File: config.mk
export PLATFORM = sky130hd
export DESIGN_NAME = dlcal_ctrl
export DESIGN_NICKNAME = d
export VERILOG_FILES = /design/src/rtl/dlcal_pkg.sv /design/src/rtl/dlcal_regs.sv /design/src/rtl/dlcal_timer.sv /design/src/rtl/dlcal_seq.sv /design/src/rtl/dlcal_ctrl.sv
export SDC_FILE = /design/constraint.sdc
export NUM_CORES = 1
export LEC_CHECK = 0
export BUFFER_PORTS_ARGS = -buffer_cell sky130_fd_sc_hd__buf_2
export CORE_AREA = 4 4 207 209
export CTS_CLUSTER_SIZE = 25
export DETAILED_ROUTE_END_ITERATION = 6
export DIE_AREA = 0 0 211 213
export GPL_TIMING_DRIVEN = 0
export PLACE_DENSITY = 0.6
export RECOVER_POWER = 25
export REMOVE_ABC_BUFFERS = 1
export SLEW_MARGIN = 20
export SYNTH_ARGS = -nofsm -noshare
export SYNTH_HDL_FRONTEND = slang
export SYNTH_SLANG_ARGS = --single-unit
File: constraint.sdc
create_clock -name clk -period 2.5 [get_ports clk]
set_input_delay 0.5 -clock clk [delete_from_list [all_inputs] [get_ports clk]]
set_output_delay 0.5 -clock clk [all_outputs]
set_load 0.01 [all_outputs]
File: src/rtl/dlcal_pkg.sv
package dlcal_pkg;
  // Control-word bit positions; software decodes these.
  localparam int RECAL_BIT = 7;
  localparam int APPLY_BIT = 6;
  localparam int AUTO_BIT  = 5;

  typedef enum logic {PASS_MANUAL = 1'b0, PASS_AUTO = 1'b1} pass_kind_e;

  // Read-back image: only busy and auto are visible, everything else zero.
  function automatic logic [31:0] ctrl_word(input logic busy, input logic auto_on);
    logic [31:0] w;
    w = '0;
    w[RECAL_BIT] = busy;
    w[AUTO_BIT]  = auto_on;
    return w;
  endfunction

  // Manual controls are locked while auto is stored or being written.
  function automatic logic manual_unlocked(input logic stored_auto, input logic new_auto);
    return !(stored_auto || new_auto);
  endfunction
endpackage

File: src/rtl/dlcal_regs.sv
module dlcal_regs
  import dlcal_pkg::*;
(
  input  logic        clk,
  input  logic        rst_n,
  input  logic        cfg_wr,
  input  logic [31:0] cfg_wdata,
  input  logic        seq_hold,
  input  logic        manual_done,
  output logic        auto_en,
  output logic        recal_go,
  output logic        apply_go,
  output logic [31:0] cfg_rdata
);
  logic auto_en_q;
  logic recal_busy_q;
  logic unlocked;
  logic unused_rsvd;

  assign unused_rsvd = ^{cfg_wdata[31:8], cfg_wdata[4:0]};
  assign unlocked = manual_unlocked(auto_en_q, cfg_wdata[AUTO_BIT]);
  assign recal_go = cfg_wr && cfg_wdata[RECAL_BIT] && unlocked && !recal_busy_q && !seq_hold;
  assign apply_go = cfg_wr && cfg_wdata[APPLY_BIT] && unlocked;

  always_ff @(posedge clk) begin
    if (!rst_n) begin
      auto_en_q    <= 1'b0;
      recal_busy_q <= 1'b0;
    end else begin
      if (cfg_wr) auto_en_q <= cfg_wdata[AUTO_BIT];
      if (recal_go)         recal_busy_q <= 1'b1;
      else if (manual_done) recal_busy_q <= 1'b0;
    end
  end

  assign auto_en   = auto_en_q;
  assign cfg_rdata = ctrl_word(recal_busy_q, auto_en_q);


  busy_clear_chk: assert property (@(posedge clk) disable iff (!rst_n)
    $fell(recal_busy_q) |-> $past(manual_done));

  lock_write_chk: assert property (@(posedge clk) disable iff (!rst_n)
    (cfg_wr && auto_en_q) |=> !$rose(recal_busy_q));
endmodule

File: src/rtl/dlcal_timer.sv
module dlcal_timer #(
  parameter int PERIOD_W = 10
) (
  input  logic                clk,
  input  logic                rst_n,
  input  logic                auto_en,
  input  logic [PERIOD_W-1:0] auto_period,
  input  logic                seq_active,
  output logic                auto_start,
  output logic                auto_pending
);
  logic [PERIOD_W-1:0] cnt_q;
  logic                pend_q;
  logic                auto_due;

  // Preload while off, reload on expiry, otherwise count down.
  function automatic logic [PERIOD_W-1:0] next_count(
    input logic en, input logic [PERIOD_W-1:0] cur, input logic [PERIOD_W-1:0] per);
    if (!en || cur == '0) return per;
    return cur - 1'b1;
  endfunction

  assign auto_due     = auto_en && (cnt_q == '0);
  assign auto_start   = (auto_due || pend_q) && !seq_active;
  assign auto_pending = pend_q;

  always_ff @(posedge clk) begin
    if (!rst_n) begin
      cnt_q  <= '0;
      pend_q <= 1'b0;
    end else begin
      cnt_q <= next_count(auto_en, cnt_q, auto_period);
      if (auto_start)    pend_q <= 1'b0;
      else if (auto_due) pend_q <= 1'b1;
    end
  end


  period_reload_chk: assert property (@(posedge clk) disable iff (!rst_n)
    auto_due |=> (cnt_q == $past(auto_period)));
endmodule

File: src/rtl/dlcal_seq.sv
module dlcal_seq
  import dlcal_pkg::*;
#(
  parameter int LINES = 18,
  parameter int DLY_W = 8
) (
  input  logic                   clk,
  input  logic                   rst_n,
  input  logic                   start_manual,
  input  logic                   start_auto,
  input  logic                   apply_go,
  input  logic                   act_inhibit,
  input  logic [LINES*DLY_W-1:0] act_wr_dly,
  input  logic                   cal_done,
  input  logic [DLY_W-1:0]       cal_result,
  output logic [LINES-1:0]       cal_req,
  output logic [LINES*DLY_W-1:0] cal_dly,
  output logic [LINES*DLY_W-1:0] act_dly,
  output logic                   seq_active,
  output logic                   manual_done
);
  localparam int LW = (LINES > 1) ? $clog2(LINES) : 1;
  localparam logic [LW-1:0] LAST = LW'(LINES - 1);

  logic [LW-1:0] line_q;
  logic          active_q;
  pass_kind_e    kind_q;
  logic          step, pass_end, auto_end;

  assign step        = active_q && cal_done;
  assign pass_end    = step && (line_q == LAST);
  assign auto_end    = pass_end && (kind_q == PASS_AUTO);
  assign manual_done = pass_end && (kind_q == PASS_MANUAL);
  assign seq_active  = active_q;

  always_ff @(posedge clk) begin
    if (!rst_n) begin
      active_q <= 1'b0;
      line_q   <= '0;
      kind_q   <= PASS_MANUAL;
    end else if (start_manual || start_auto) begin
      active_q <= 1'b1;
      line_q   <= '0;
      kind_q   <= start_auto ? PASS_AUTO : PASS_MANUAL;
    end else if (step) begin
      if (pass_end) active_q <= 1'b0;
      else          line_q   <= line_q + 1'b1;
    end
  end

  for (genvar i = 0; i < LINES; i++) begin : g_line
    localparam bit IS_LAST = (i == LINES - 1);
    logic [DLY_W-1:0] cal_r;
    logic [DLY_W-1:0] act_r;
    logic             hit;

    assign hit        = active_q && (line_q == LW'(i));
    assign cal_req[i] = hit;

    always_ff @(posedge clk) begin
      if (!rst_n) begin
        cal_r <= '0;
        act_r <= '0;
      end else begin
        if (hit && cal_done) cal_r <= cal_result;
        if (apply_go)
          act_r <= act_wr_dly[i*DLY_W +: DLY_W];
        else if (auto_end && !act_inhibit)
          act_r <= IS_LAST ? cal_result : cal_r;
      end
    end

    assign cal_dly[i*DLY_W +: DLY_W] = cal_r;
    assign act_dly[i*DLY_W +: DLY_W] = act_r;
  end


  req_onehot_chk: assert property (@(posedge clk) disable iff (!rst_n)
    $onehot0(cal_req));

  start_idle_chk: assert property (@(posedge clk) disable iff (!rst_n)
    (start_manual || start_auto) |-> !active_q);

  pass_stop_chk: assert property (@(posedge clk) disable iff (!rst_n)
    pass_end |=> !seq_active);

  apply_load_chk: assert property (@(posedge clk) disable iff (!rst_n)
    apply_go |=> (act_dly == $past(act_wr_dly)));
endmodule

File: src/rtl/dlcal_ctrl.sv
module dlcal_ctrl #(
  parameter int LINES    = 18,
  parameter int DLY_W    = 8,
  parameter int PERIOD_W = 10
) (
  input  logic                   clk,
  input  logic                   rst_n,
  input  logic                   cfg_wr,
  input  logic [31:0]            cfg_wdata,
  output logic [31:0]            cfg_rdata,
  input  logic [PERIOD_W-1:0]    auto_period,
  input  logic                   act_inhibit,
  input  logic [LINES*DLY_W-1:0] act_wr_dly,
  output logic [LINES-1:0]       cal_req,
  input  logic                   cal_done,
  input  logic [DLY_W-1:0]       cal_result,
  output logic [LINES*DLY_W-1:0] cal_dly,
  output logic [LINES*DLY_W-1:0] act_dly
);
  logic auto_en, recal_go, apply_go;
  logic auto_start, auto_pending;
  logic seq_active, manual_done;

  dlcal_regs u_regs (
    .clk         (clk),
    .rst_n       (rst_n),
    .cfg_wr      (cfg_wr),
    .cfg_wdata   (cfg_wdata),
    .seq_hold    (seq_active || auto_pending),
    .manual_done (manual_done),
    .auto_en     (auto_en),
    .recal_go    (recal_go),
    .apply_go    (apply_go),
    .cfg_rdata   (cfg_rdata)
  );

  dlcal_timer #(.PERIOD_W(PERIOD_W)) u_timer (
    .clk          (clk),
    .rst_n        (rst_n),
    .auto_en      (auto_en),
    .auto_period  (auto_period),
    .seq_active   (seq_active),
    .auto_start   (auto_start),
    .auto_pending (auto_pending)
  );

  dlcal_seq #(.LINES(LINES), .DLY_W(DLY_W)) u_seq (
    .clk          (clk),
    .rst_n        (rst_n),
    .start_manual (recal_go),
    .start_auto   (auto_start),
    .apply_go     (apply_go),
    .act_inhibit  (act_inhibit),
    .act_wr_dly   (act_wr_dly),
    .cal_done     (cal_done),
    .cal_result   (cal_result),
    .cal_req      (cal_req),
    .cal_dly      (cal_dly),
    .act_dly      (act_dly),
    .seq_active   (seq_active),
    .manual_done  (manual_done)
  );


  no_collide_chk: assert property (@(posedge clk) disable iff (!rst_n)
    !(recal_go && auto_start));
endmodule

### Word-level counts from Yosys, hierarchy flattened

Cells that the tools add are included.

* add/sub/neg operators: 2
* equal/unequal tests: 17
* muxes and demuxes: 46
* bitwise operators: 3
* reduce and logical (&&, ||, !) cells: 70

Operator list (number)
* $mux W8: 36
* $logic_and A1 B1 Y1: 49
* $eq A5 B4 Y1 const B: 8
* $eq A5 B3 Y1 const B: 4
* $mux W10: 2
* $eq A5 B2 Y1 const B: 2
* $eq A5 B5 Y1 const B: 2
* $logic_not A10 Y1: 1
* $sub A10 B1 Y10 const B: 1
* $mux W1: 8
* $reduce_bool A2 Y1: 4
* $logic_not A1 Y1: 6
* $add A5 B1 Y5 const B: 1
* $eq A5 B1 Y1 const B: 1
* $logic_not A5 Y1: 1
* $logic_or A1 B1 Y1: 5
* $reduce_and A2 Y1: 2
* $reduce_or A2 Y1: 2
* $not A1 Y1: 3

* bits in registers: 308
* input bits: 199
* output and inout bits: 338
* word-level logic and storage cells: 181

### Depth between registers and ports, before layout

Gate-level depths: netlist (run 1).

* depth after elaboration: 8
* depth in mapped cells: 9
* gate-level depth less buffers: 8

### By module

From an unflattened synthesis (run 1), not the netlist that was laid out.

* cell total of the unflattened synthesis: 1699
* area, all modules: 13912.1 um^2

Modules (own cells, without submodules)
* dlcal_seq: instances 1, cells an instance 1585, area an instance 12979.9 um^2, seq. area each 5905.7 um^2
* dlcal_timer: instances 1, cells an instance 69, area an instance 573.0 um^2, seq. area each 220.2 um^2
* dlcal_regs: instances 1, cells an instance 44, area an instance 352.8 um^2, seq. area each 40.0 um^2
* dlcal_ctrl: instances 1, cells an instance 1, area an instance 6.3 um^2, seq. area each 0.0 um^2

### Least setup slack after synthesis (run 1)

Ideal clock, no wire load.

* path type: reg2reg
* from: register u_timer.cnt_q[0]
* to: register u_seq.line_q[4]
* library setup time: 0.134 ns
* arrival: 1.746 ns
* required time: 2.366 ns
* slack: 0.619 ns
* stages on the path, launching flop included: 7
* buffers on the path: 0
* cell sequence: dfxtp_1 -> inv_1 -> ha_1 -> or4b_2 -> o41ai_1 -> or3b_2 -> a211oi_1

* cells in the longest elaborated chain, start to end: 6

Ends and longest elaborated chain
* start, declared: line dlcal_timer.sv:12 `logic [PERIOD_W-1:0] cnt_q;`
* start signal, assigned: line dlcal_timer.sv:32 `cnt_q <= next_count(auto_en, cnt_q, auto_period);`
* $logic_not A10 Y1: line dlcal_timer.sv:23 `assign auto_due = auto_en && (cnt_q == '0);`
* $logic_and A1 B1 Y1: line dlcal_timer.sv:23
* $logic_or A1 B1 Y1: line dlcal_timer.sv:24 `assign auto_start = (auto_due || pend_q) && !seq_active;`
* $logic_and A1 B1 Y1: line dlcal_timer.sv:24
* $logic_or A1 B1 Y1: line dlcal_seq.sv:41 `end else if (start_manual || start_auto) begin`
* $reduce_or A2 Y1 (no source line)
* end signal, assigned: line dlcal_seq.sv:47 `else line_q <= line_q + 1'b1;`
* end, declared: line dlcal_seq.sv:25 `logic [LW-1:0] line_q;`

Every way passes these cells.
A chain may end at the register's enable or synchronous reset.

### Worst setup path in the final report (run 1)

* from: input rst_n
* to: register u_seq.line_q[4]

* cells in the longest elaborated chain, start to end: 2

Ends and longest elaborated chain
* start, declared: line dlcal_ctrl.sv:7 `input logic rst_n,`
* $not A1 Y1 (no source line)
* $reduce_or A2 Y1 (no source line)

Every way passes these cells.

==> metrics.md, run 1 <==
| Metric | Value |
|---|---|
| Layout Nets | `1934` |
| Crit. End Element | `flop` |
| Clk buf depth | `3` |
| Initial cell density of the core | `0.314` |
| Psw | `2640 uW` |
| Vias after detailed routing | `10900` |
| Synth top area share | `0.481` |
| Largest net degree at the start of global routing | `90` |
| Die W | `211 um` |
| Fin Hold WS | `0.243 ns` |
| Initial antenna violation count | `3` |
| DIE AREA | `0.0449 mm2` |
| Final RePlAce weighted congestion | `0.804` |
| Final ANT Viol Nets | `0` |
| Worst Path Required | `2.94 ns` |
| Crit path max fanout | `80` |
| FMAX | `425 MHz` |
| Sw Share | `0.239` |
| Core outline area | `0.0408 mm2` |
| Outcome | `complete, no violations` |
| GRT Total Usage | `0.177` |
| Placed Cells | `2217` |
| Routed WL per cell | `18.5 um` |
| Finished Layout Cells | `2285` |
| Detailed Route Iter0 Violations | `462` |
| Pwr dens | `675 mW/mm2` |
| Max Slew Vio Count | `0` |
| Row count | `74` |
| Int Pwr | `8410 uW` |
| Cells after synthesis | `1328` |
| Num ports | `537` |
| Final worst path period need | `2.36 ns` |
| RSZ-0062 raised after global routing | `false` |
| Yosys Warn Count | `0` |
| CP Class | `primary input to flop` |
| First-pass GRT wire length | `62900 um` |
| DRC Markers | `0` |
| Post-synth EDFFs | `0` |
| Final hold viol count | `0` |
| Clk Tree Root Cell | `clkbuf_16` |
| Hpwl dp | `29400 um` |
| Yosys reg bits | `308` |
| Total gr overflow | `0` |
| Type of the tightest min-delay check | `primary input to flop` |
| DP Worst Slack | `-0.332 ns` |
| Syn Area/Cell | `9.65 um2` |
| P_leak | `0.00671 uW` |
| Area growth syn-to-layout | `27.8%` |
| Pwr Total | `11000 uW` |
| Final Cycle Share | `0.942` |
| Gate power share | `0.076` |
| Yosys top cell by area | `dfxtp_1` |
| Synth cell count leaders | `dfxtp_1, mux2i_1, nor2_1, a21oi_1, o21ai_0` |
| Vias in the first global route | `10600` |
| Vert. Die Dim | `213 um` |
| Sequential Power Share | `0.464` |
| # setup viols final | `0` |
| MaxCap Viol Count | `0` |
| Core Util, Final | `0.401` |
| CTS tree | `built` |
| Worst-Skew Late Latency | `0.52 ns` |
| Cell variety after synth | `43` |
| Clk sinks | `308` |
| Worst EP arrival | `2.80 ns` |
| Worst-path clk slew | `0.06 ns` |
| Num CTS Buffers | `36` |
| Layout Skew | `0.0134 ns` |
| Fillers | `4133` |
| Sequential fraction of the synthesis area | `0.481` |
| Asr flop ratio synth | `0` |
| Layout cells sized above 1 | `0.237` |
| Worst-Margin Slew | `0.749 ns` |
| Clock power frac | `0.460` |
| First-pass DRT Iterations | `4` |
| Area contributors post-synth | `dfxtp_1, mux2i_1, a21oi_1` |
| H-tree levels | `2` |
| Hold Buf Count CTS | `0` |
| Headroom to the max-slew limit | `0.500` |
| Most frequent cell after synthesis | `dfxtp_1` |
| Area of the mapped netlist | `0.0128 mm2` |
| Worst setup SP type | `primary input` |
| Peak supply drop | `0.488 mV` |
| Main synth FF type | `dfxtp_1` |
| Wirelength, routed | `42300 um` |
| Setup WS post-layout | `0.144 ns` |
| Port Buf Inserts | `477` |
| Routed vias/inst | `4.75` |
## registers in the layout (all words and copies together) (netlist names)
register	count
u_regs.recal_busy_q	1
u_seq.seq_active	1
u_seq.line_q	5
u_seq.g_line.act_r	144
u_seq.kind_q	1
u_timer.auto_pending	1
u_seq.g_line.cal_r	144
u_timer.cnt_q	10
u_regs.auto_en	1
## final timing paths
kind                                                          endpoint                              startpoint  cells after the start  slack (ns)
worst max-delay path                      u_seq.line_q[4]$_SDFFE_PP0P_                                   rst_n                      5        0.14
worst min-delay path                       u_regs.auto_en$_SDFFE_PN0P_                                  cfg_wr                      3        0.24
worst max register to register   u_seq.g_line[4].act_r[6]$_SDFFE_PN0P_             u_regs.auto_en$_SDFFE_PN0P_                      5        0.26
worst min register to register  u_seq.g_line[17].cal_r[7]$_SDFFE_PN0P_  u_seq.g_line[17].cal_r[7]$_SDFFE_PN0P_                      2        0.50
## cells in the final DEF (no fill, tap or decap), types with 3 or more instances in the layout
cell type and n:
conb_1 30, nor3_1 6, nor2_1 170, clkinv_4 3
nand2_1 8, clkbuf_1 161, nand3_1 4, buf_2 323
clkbuf_8 8, xnor2_1 8, buf_16 7, or4b_1 4
dfxtp_1 305, a211oi_1 3, clkbuf_16 37, nand2b_1 4
diode_2 3, buf_4 4, clkinv_2 3, ha_1 6
o21ai_0 152, nand3b_1 4, inv_1 6, and2_1 4
mux2i_1 290, nor2_2 11, a21oi_1 152
## power groups by stage
stage | Clock [uW] | Sequential [uW] | Combinational (uW)
2_1_floorplan | 0 | 5280 | 338
3_3_place_gp | 0 | 5230 | 852
3_5_place_dp | 0 | 5230 | 865
4_1_cts | 5240 | 5130 | 874
5_1_grt | 5420 | 5150 | 930
6_report | 5080 | 5130 | 838
## cells by family after synthesis
family,Yosys count,share of synthesized area
mux,290,0.227
compound gates,315,0.126
fa+ha+maj,7,0.00684
simple gates,232,0.0818
buf+inv,165,0.0707
xor+xnor,10,0.00684
flops,308,0.481
other cells,1,0.000293
## area by class of cell
| cell class | instances | area [um2] | area share |
|---|---|---|---|
| Clock buffer | 53 | 1070 | 0.0651 |
| Inverter | 7 | 31.3 | 0.00191 |
| Timing Repair Buffer | 490 | 2460 | 0.151 |
| Tap cell | 532 | 666 | 0.0407 |
| Clock inverter | 7 | 71.3 | 0.00436 |
| Sequential cell | 308 | 6170 | 0.377 |
| Multi-Input combinational cell | 885 | 5890 | 0.360 |
| Antenna cell | 3 | 7.51 | 0.000459 |
## metal layers
| layer | global-route usage | part of all wire |
|---|---|---|
| met1 | 0.233 | 0.44 |
| met2 | 0.291 | 0.47 |
| met3 | 0.0467 | 0.072 |
| met4 | 0.0472 | 0.022 |
| met5 | 0 | 0.00031 |
## per-stage QoR
stage | TNS [ns] | area, um2
floorplan | -651.64 | 12000
global placement | -1670.36 | 15100
detailed placement | -12.37 | 15300
CTS | -0.490 | 16500
global route | 0 | 16400
finish | 0 | 16400
## worst max-delay path: stages
cell and delay [ns]:
buf_6 0.39, buf_16 0.30, clkinv_4 0.50, or3b_2 0.72
a211oi_1 0.18
## repair_timing
item                                    CTS  global route
setup buffers                             4             0
endpoints found under the setup margin   97            20
gates resized for setup                   5             4
pin swaps                                 3             0
cloned                                    1             0
No activity file was read; power rests on OpenSTA's default activity.
==> inputs of run 2 (changes only) <==
- ABC_AREA: default -> 1
- CORE_AREA: 4 4 207 209 -> 4 4 205 207
- CTS_BUF_LIST: default -> sky130_fd_sc_hd__clkbuf_2 sky130_fd_sc_hd__clkbuf_4 sky130_fd_sc_hd__clkbuf_8
- DIE_AREA: 0 0 211 213 -> 0 0 209 211
- PLACE_DENSITY: 0.6 -> 0.67
==> metrics.md, run 2 <==
| Metric | Value |
|---|---|
| GRT Total Usage | `0.213` |
| Num ports | `537` |
| Fillers | `4187` |
| Initial antenna violation count | `2` |
| Clk buf depth | `3` |
| Vias after detailed routing | `16000` |
| Worst R2R Path Depth | `10` |
| Cells after synthesis | `2306` |
| Sequential fraction of the synthesis area | `0.411` |
| Wirelength, routed | `51500 um` |
| Final worst path period need | `2.40 ns` |
| Clk Tree Root Cell | `clkbuf_8` |
| Crit path max fanout | `80` |
| DR top layer | `met5` |
| Largest stage delay on the critical path | `0.41 ns` |
| Most frequent cells in the layout | `nand2_1, nor2_1, buf_2, dfxtp_1, nand3_1` |
| Initial cell density of the core | `0.371` |
| Final RePlAce weighted congestion | `0.861` |
| Vias in the first global route | `14200` |
| Post-synth EDFFs | `0` |
| Met3 Routed Length | `3940 um` |
| Setup WS post-layout | `0.105 ns` |
| DP Worst Slack | `-0.752 ns` |
| Outcome | `complete, no violations` |
| Area growth syn-to-layout | `23.5%` |
| Slowest CP cell | `clkbuf_8` |
| Met2 routed WL | `24700 um` |
| Worst setup SP type | `primary input` |
| H-tree levels | `2` |
| Hpwl dp | `34700 um` |
| Vert. Die Dim | `211 um` |
| Worst-Skew Late Latency | `0.63 ns` |
| Area contributors post-synth | `dfxtp_1, nand2_1, nor2_1` |
| Metal-1 WL | `21000 um` |
| First-pass DRT Iterations | `6` |
| CP Class | `primary input to flop` |
| Worst-path clk slew | `0.06 ns` |
| Port Buf Inserts | `477` |
| Hold Buf Count CTS | `0` |
| Yosys Warn Count | `0` |
| Final ANT Viol Nets | `0` |
| Cell variety after synth | `25` |
| Num CTS Buffers | `54` |
| Most used cell, CP | `buf_16` |
| Core outline area | `0.0404 mm2` |
| Synth cell count leaders | `nand2_1, nor2_1, dfxtp_1, nand3_1, inv_1` |
| Yosys top cell by area | `dfxtp_1` |
| Crit-path cells | `clkbuf_8 > buf_16 > nand2_8 > buf_16 > buf_16 > buf_16 > nand2_1 > nand2_1 > a21oi_1 > nor2_1` |
| Synth top area share | `0.411` |
| Routed WL per cell | `15.8 um` |
| Die W | `209 um` |
| Min-Delay Path Depth | `3` |
| Headroom to the max-slew limit | `0.0567` |
| Pwr dens | `612 mW/mm2` |
| Syn Area/Cell | `6.50 um2` |
| Routed vias/inst | `4.92` |
| Layout cells sized above 1 | `0.175` |
| First-pass GRT wire length | `76700 um` |
| Worst-Margin Slew | `1.41 ns` |
| DIE AREA | `0.0441 mm2` |
| Finished Layout Cells | `3253` |
| Main synth FF type | `dfxtp_1` |
| FMAX | `418 MHz` |
| Asr flop ratio synth | `0` |
| Layout Skew | `0.0151 ns` |
| Largest net degree at the start of global routing | `128` |
| Layout Nets | `2888` |
| P_leak | `0.00946 uW` |
| Crit-path leading delay family | `buffers and inverters` |
| Placed Cells | `3153` |
| Max Slew Vio Count | `0` |
| CTS tree | `built` |
| RSZ-0062 raised after global routing | `false` |
| Final hold viol count | `0` |
| Worst Path Required | `3.01 ns` |
| Fin area | `0.0185 mm2` |
| Row count | `74` |
| Area of the mapped netlist | `0.0150 mm2` |
| Detailed Route Iter0 Violations | `1320` |
| Crit path buf inv count | `5` |
| MaxCap Viol Count | `0` |
| Clk sinks | `308` |
| TNS Setup | `0 ns` |
| Final Cycle Share | `0.958` |
| Peak supply drop | `0.399 mV` |
| # setup viols final | `0` |
| Type of the tightest min-delay check | `primary input to flop` |
| Most frequent cell after synthesis | `nand2_1` |
| Crit. End Element | `flop` |
| Post-placement cell area | `0.0174 mm2` |
| Yosys reg bits | `308` |
| DRC Markers | `0` |
| Biggest regs | `u_seq.g_line.act_r (144), u_seq.g_line.cal_r (144), u_timer.cnt_q (10)` |
| Critical path depth | `10` |
| Worst EP arrival | `2.90 ns` |
| Most common cell after layout, fill and taps aside | `nand2_1` |
| Total gr overflow | `0` |
run 2: area by class of cell:
cell class | count | area [um2] | share of cell area
multi-input cells | 1626 | 7140 | 0.386
flip-flops and latches | 308 | 6170 | 0.333
repair buffers | 505 | 2680 | 0.145
well taps | 532 | 666 | 0.0360
inverters | 187 | 702 | 0.0379
clock buffers | 86 | 1090 | 0.0589
clock inverters | 8 | 70.1 | 0.00378
diodes | 1 | 2.50 | 0.000135
run 2: power breakdown:
group / internal, uW / total [uW] / switching (uW)
combinational: 435 / 1220 / 787
sequential: 5050 / 5130 / 82.2
clock: 2850 / 4970 / 2130
run 2: repair_timing:
| action | in CTS | in global routing |
|---|---|---|
| endpoints found under the setup margin | 105 | 79 |
| resized for setup | 9 | 11 |
| buffers inserted | 3 | 2 |
| cloned | 0 | 3 |
| pin swaps | 1 | 2 |
run 2: tightest hold or removal path, cell delays in order:
cell and delay, ns:
buf_2 0.08, nor2_1 0.04, nor2_1 0.08
run 2: cells by family (layout without fill, tap and decap cells):
group / count (synthesis) / in the layout / synth area share
buffers and inverters: 403 / 786 / 0.128
adder cells (fa/ha/maj): 7 / 7 / 0.00584
AO/OA/AOI/OAI: 306 / 306 / 0.102
other: 1 / 31 / 0.000250
XOR/XNOR: 8 / 8 / 0.00467
AND/OR/NAND/NOR: 1273 / 1275 / 0.348
flip-flops: 308 / 308 / 0.411
run 2: routing by layer:
metal / GRT usage / vias up
li1: - / 7960
met1: 0.263 / 7289
met2: 0.357 / 629
met3: 0.0544 / 124
met4: 0.0866 / 2
met5: 0 / -
run 2: path summary, 6_finish.rpt:
check                                                             from                                     end  slack, ns
worst max-delay path                                      cfg_wdata[6]   u_seq.g_line[9].act_r[5]$_SDFFE_PN0P_       0.10
worst min register to register  u_seq.g_line[15].cal_r[1]$_SDFFE_PN0P_  u_seq.g_line[15].cal_r[1]$_SDFFE_PN0P_       0.49
worst min-delay path                                    auto_period[4]             u_timer.cnt_q[4]$_SDFF_PN0_       0.11
worst max register to register             u_regs.auto_en$_SDFFE_PN0P_   u_seq.g_line[9].act_r[5]$_SDFFE_PN0P_       0.10
run 2: stage by stage:
step	hold WS, ns	power (uW)	util
2_1_floorplan	0.467	5920	-
3_3_place_gp	0.471	6530	0.420
3_5_place_dp	0.476	6460	0.431
4_1_cts	0.0551	11400	0.462
5_1_grt	0.0757	11800	0.459
6_report	0.112	11300	0.459
==> inputs of run 3 (changes only) <==
- ABC_AREA: 1 -> default
- CORE_AREA: 4 4 205 207 -> 4 4 207 209
- DIE_AREA: 0 0 209 211 -> 0 0 211 213
- PLACE_DENSITY: 0.67 -> 0.6
==> metrics.md, run 3 (same netlist as run 1, synthesis figures left out) <==
| Metric | Value |
|---|---|
| Headroom to the max-slew limit | `0.517` |
| GRT Total Usage | `0.178` |
| Vert. Die Dim | `213 um` |
| Vias after detailed routing | `11000` |
| MaxCap Viol Count | `0` |
| Die W | `211 um` |
| DRC Markers | `0` |
| Clk buf depth | `3` |
| CP Class | `flop to output pin` |
| Crit. End Element | `output pin` |
| Outcome | `complete, no violations` |
| Final ANT Viol Nets | `0` |
| Worst setup SP type | `flop` |
| H-tree levels | `2` |
| Layout Nets | `1958` |
| Final worst path period need | `2.35 ns` |
| Wirelength, routed | `42500 um` |
| Port Buf Inserts | `477` |
| Max Slew Vio Count | `0` |
| P_leak | `0.00677 uW` |
| DIE AREA | `0.0449 mm2` |
| Largest stage delay on the critical path | `0.34 ns` |
| Row count | `74` |
| Crit path max fanout | `5` |
| Hpwl dp | `29400 um` |
| Pwr dens | `650 mW/mm2` |
| Area growth syn-to-layout | `27.8%` |
| Worst-Margin Slew | `0.724 ns` |
| Core outline area | `0.0408 mm2` |
| Hold Buf Count CTS | `0` |
| Final RePlAce weighted congestion | `0.804` |
| Final hold viol count | `0` |
| RSZ-0062 raised after global routing | `false` |
| # setup viols final | `0` |
| Pwr Total | `10600 uW` |
| Clk Tree Root Cell | `clkbuf_8` |
| Layout Skew | `0.0188 ns` |
| Routed vias/inst | `4.76` |
| Initial antenna violation count | `3` |
| Vias in the first global route | `10700` |
| Worst-Skew Late Latency | `0.61 ns` |
| Biggest regs | `u_seq.g_line.act_r (144), u_seq.g_line.cal_r (144), u_timer.cnt_q (10)` |
| Most frequent cells in the layout | `buf_2, dfxtp_1, mux2i_1, nor2_1, clkbuf_1` |
| Fillers | `4165` |
| Detailed Route Iter0 Violations | `439` |
| First-pass DRT Iterations | `5` |
| Worst EP arrival | `1.85 ns` |
| Crit-path cells | `inv_1 > ha_1 > nand3b_1 > buf_4 > nor3_1 > buf_2` |
| First-pass GRT wire length | `63100 um` |
| Peak supply drop | `0.436 mV` |
| Type of the tightest min-delay check | `primary input to flop` |
| Crit-path leading delay family | `buffers and inverters` |
| Final Cycle Share | `0.940` |
| Largest net degree at the start of global routing | `90` |
| FMAX | `425 MHz` |
| Total gr overflow | `0` |
| CTS tree | `built` |
| Routed WL per cell | `18.3 um` |
| Worst Path Required | `2.00 ns` |
| Crit path buf inv count | `3` |
| Most common cell after layout, fill and taps aside | `buf_2` |
| Worst-path clk slew | `0.06 ns` |
| Num CTS Buffers | `52` |
| Layout cells sized above 1 | `0.257` |
| Clk sinks | `308` |
| Fin Hold WS | `0.167 ns` |
| Num ports | `537` |
| Initial cell density of the core | `0.314` |
| Slowest CP cell | `dfxtp_1` |
run 3: cell types whose count changed in the layout (fill, tap and decap cells not counted), moves of 7 or more:
cell | previous run | this run
xnor2_1 | 1 | 8
nand2_1 | 487 | 7
nand3_1 | 299 | 4
mux2i_1 | 0 | 290
clkbuf_8 | 72 | 61
nor2_1 | 460 | 170
inv_1 | 184 | 6
run 3: worst paths after layout:
check,slack (ns),from,endpoint,cells after the start
worst max register to register,0.23,u_seq.seq_active$_SDFFE_PN0P_,u_seq.g_line[9].act_r[0]$_SDFFE_PN0P_,7
worst max-delay path,0.15,u_seq.line_q[1]$_SDFFE_PP0P_,cal_req[0],6
worst min-delay path,0.17,act_wr_dly[108],u_seq.g_line[13].act_r[4]$_SDFFE_PN0P_,3
worst min register to register,0.50,u_seq.g_line[17].cal_r[7]$_SDFFE_PN0P_,u_seq.g_line[17].cal_r[7]$_SDFFE_PN0P_,2
run 3: worst min-delay path: stages:
cell and delay [ns]:
buf_2 0.07, o21ai_0 0.07, a21oi_1 0.10
run 3: metrics by stage:
stage / utilization / cell area [um2] / TNS [ns] / setup WS (ns) / std cells
3_3_place_gp: 0.370 / 15100 / -1670.36 / -6.20 / 2208
5_1_grt: 0.401 / 16400 / 0 / 0.00761 / 2317
3_5_place_dp: 0.376 / 15300 / -12.37 / -0.332 / 2217
6_report: 0.401 / 16400 / 0 / 0.149 / 2319
2_1_floorplan: - / 12000 / -651.64 / -3.85 / 1199
4_1_cts: 0.403 / 16500 / -0.000548 / -0.000548 / 2307
run 3: routing by layer:
| metal | global-route usage | wire length (um) |
|---|---|---|
| met5 | 0 | 13 |
| met4 | 0.0537 | 961 |
| met3 | 0.0470 | 2820 |
| met2 | 0.293 | 20100 |
| met1 | 0.230 | 18600 |
run 3: power breakdown:
group          total [uW]  switching (uW)  leakage, uW  internal, uW
sequential           5130            87.1      0.00250          5050
combinational         840             525      0.00370           314
clock                4670            1980     0.000575          2690
run 3: cell type report:
class / instances / area, um2 / share of cell area
sequential: 308 / 6180 / 0.377
multi-input combinational: 885 / 5890 / 0.360
timing repair buffer: 498 / 2540 / 0.155
clock buffer: 81 / 990 / 0.0604
tap: 532 / 666 / 0.0406
clock inverter: 6 / 80.1 / 0.00489
inverter: 7 / 31.3 / 0.00191
antenna: 2 / 5.00 / 0.000306
run 3: what timing repair did:
action | CTS | global route
endpoints found under the setup margin | 101 | 60
pin swaps | 3 | 1
resized for setup | 9 | 2
cloned | 1 | 0
setup buffers | 2 | 10
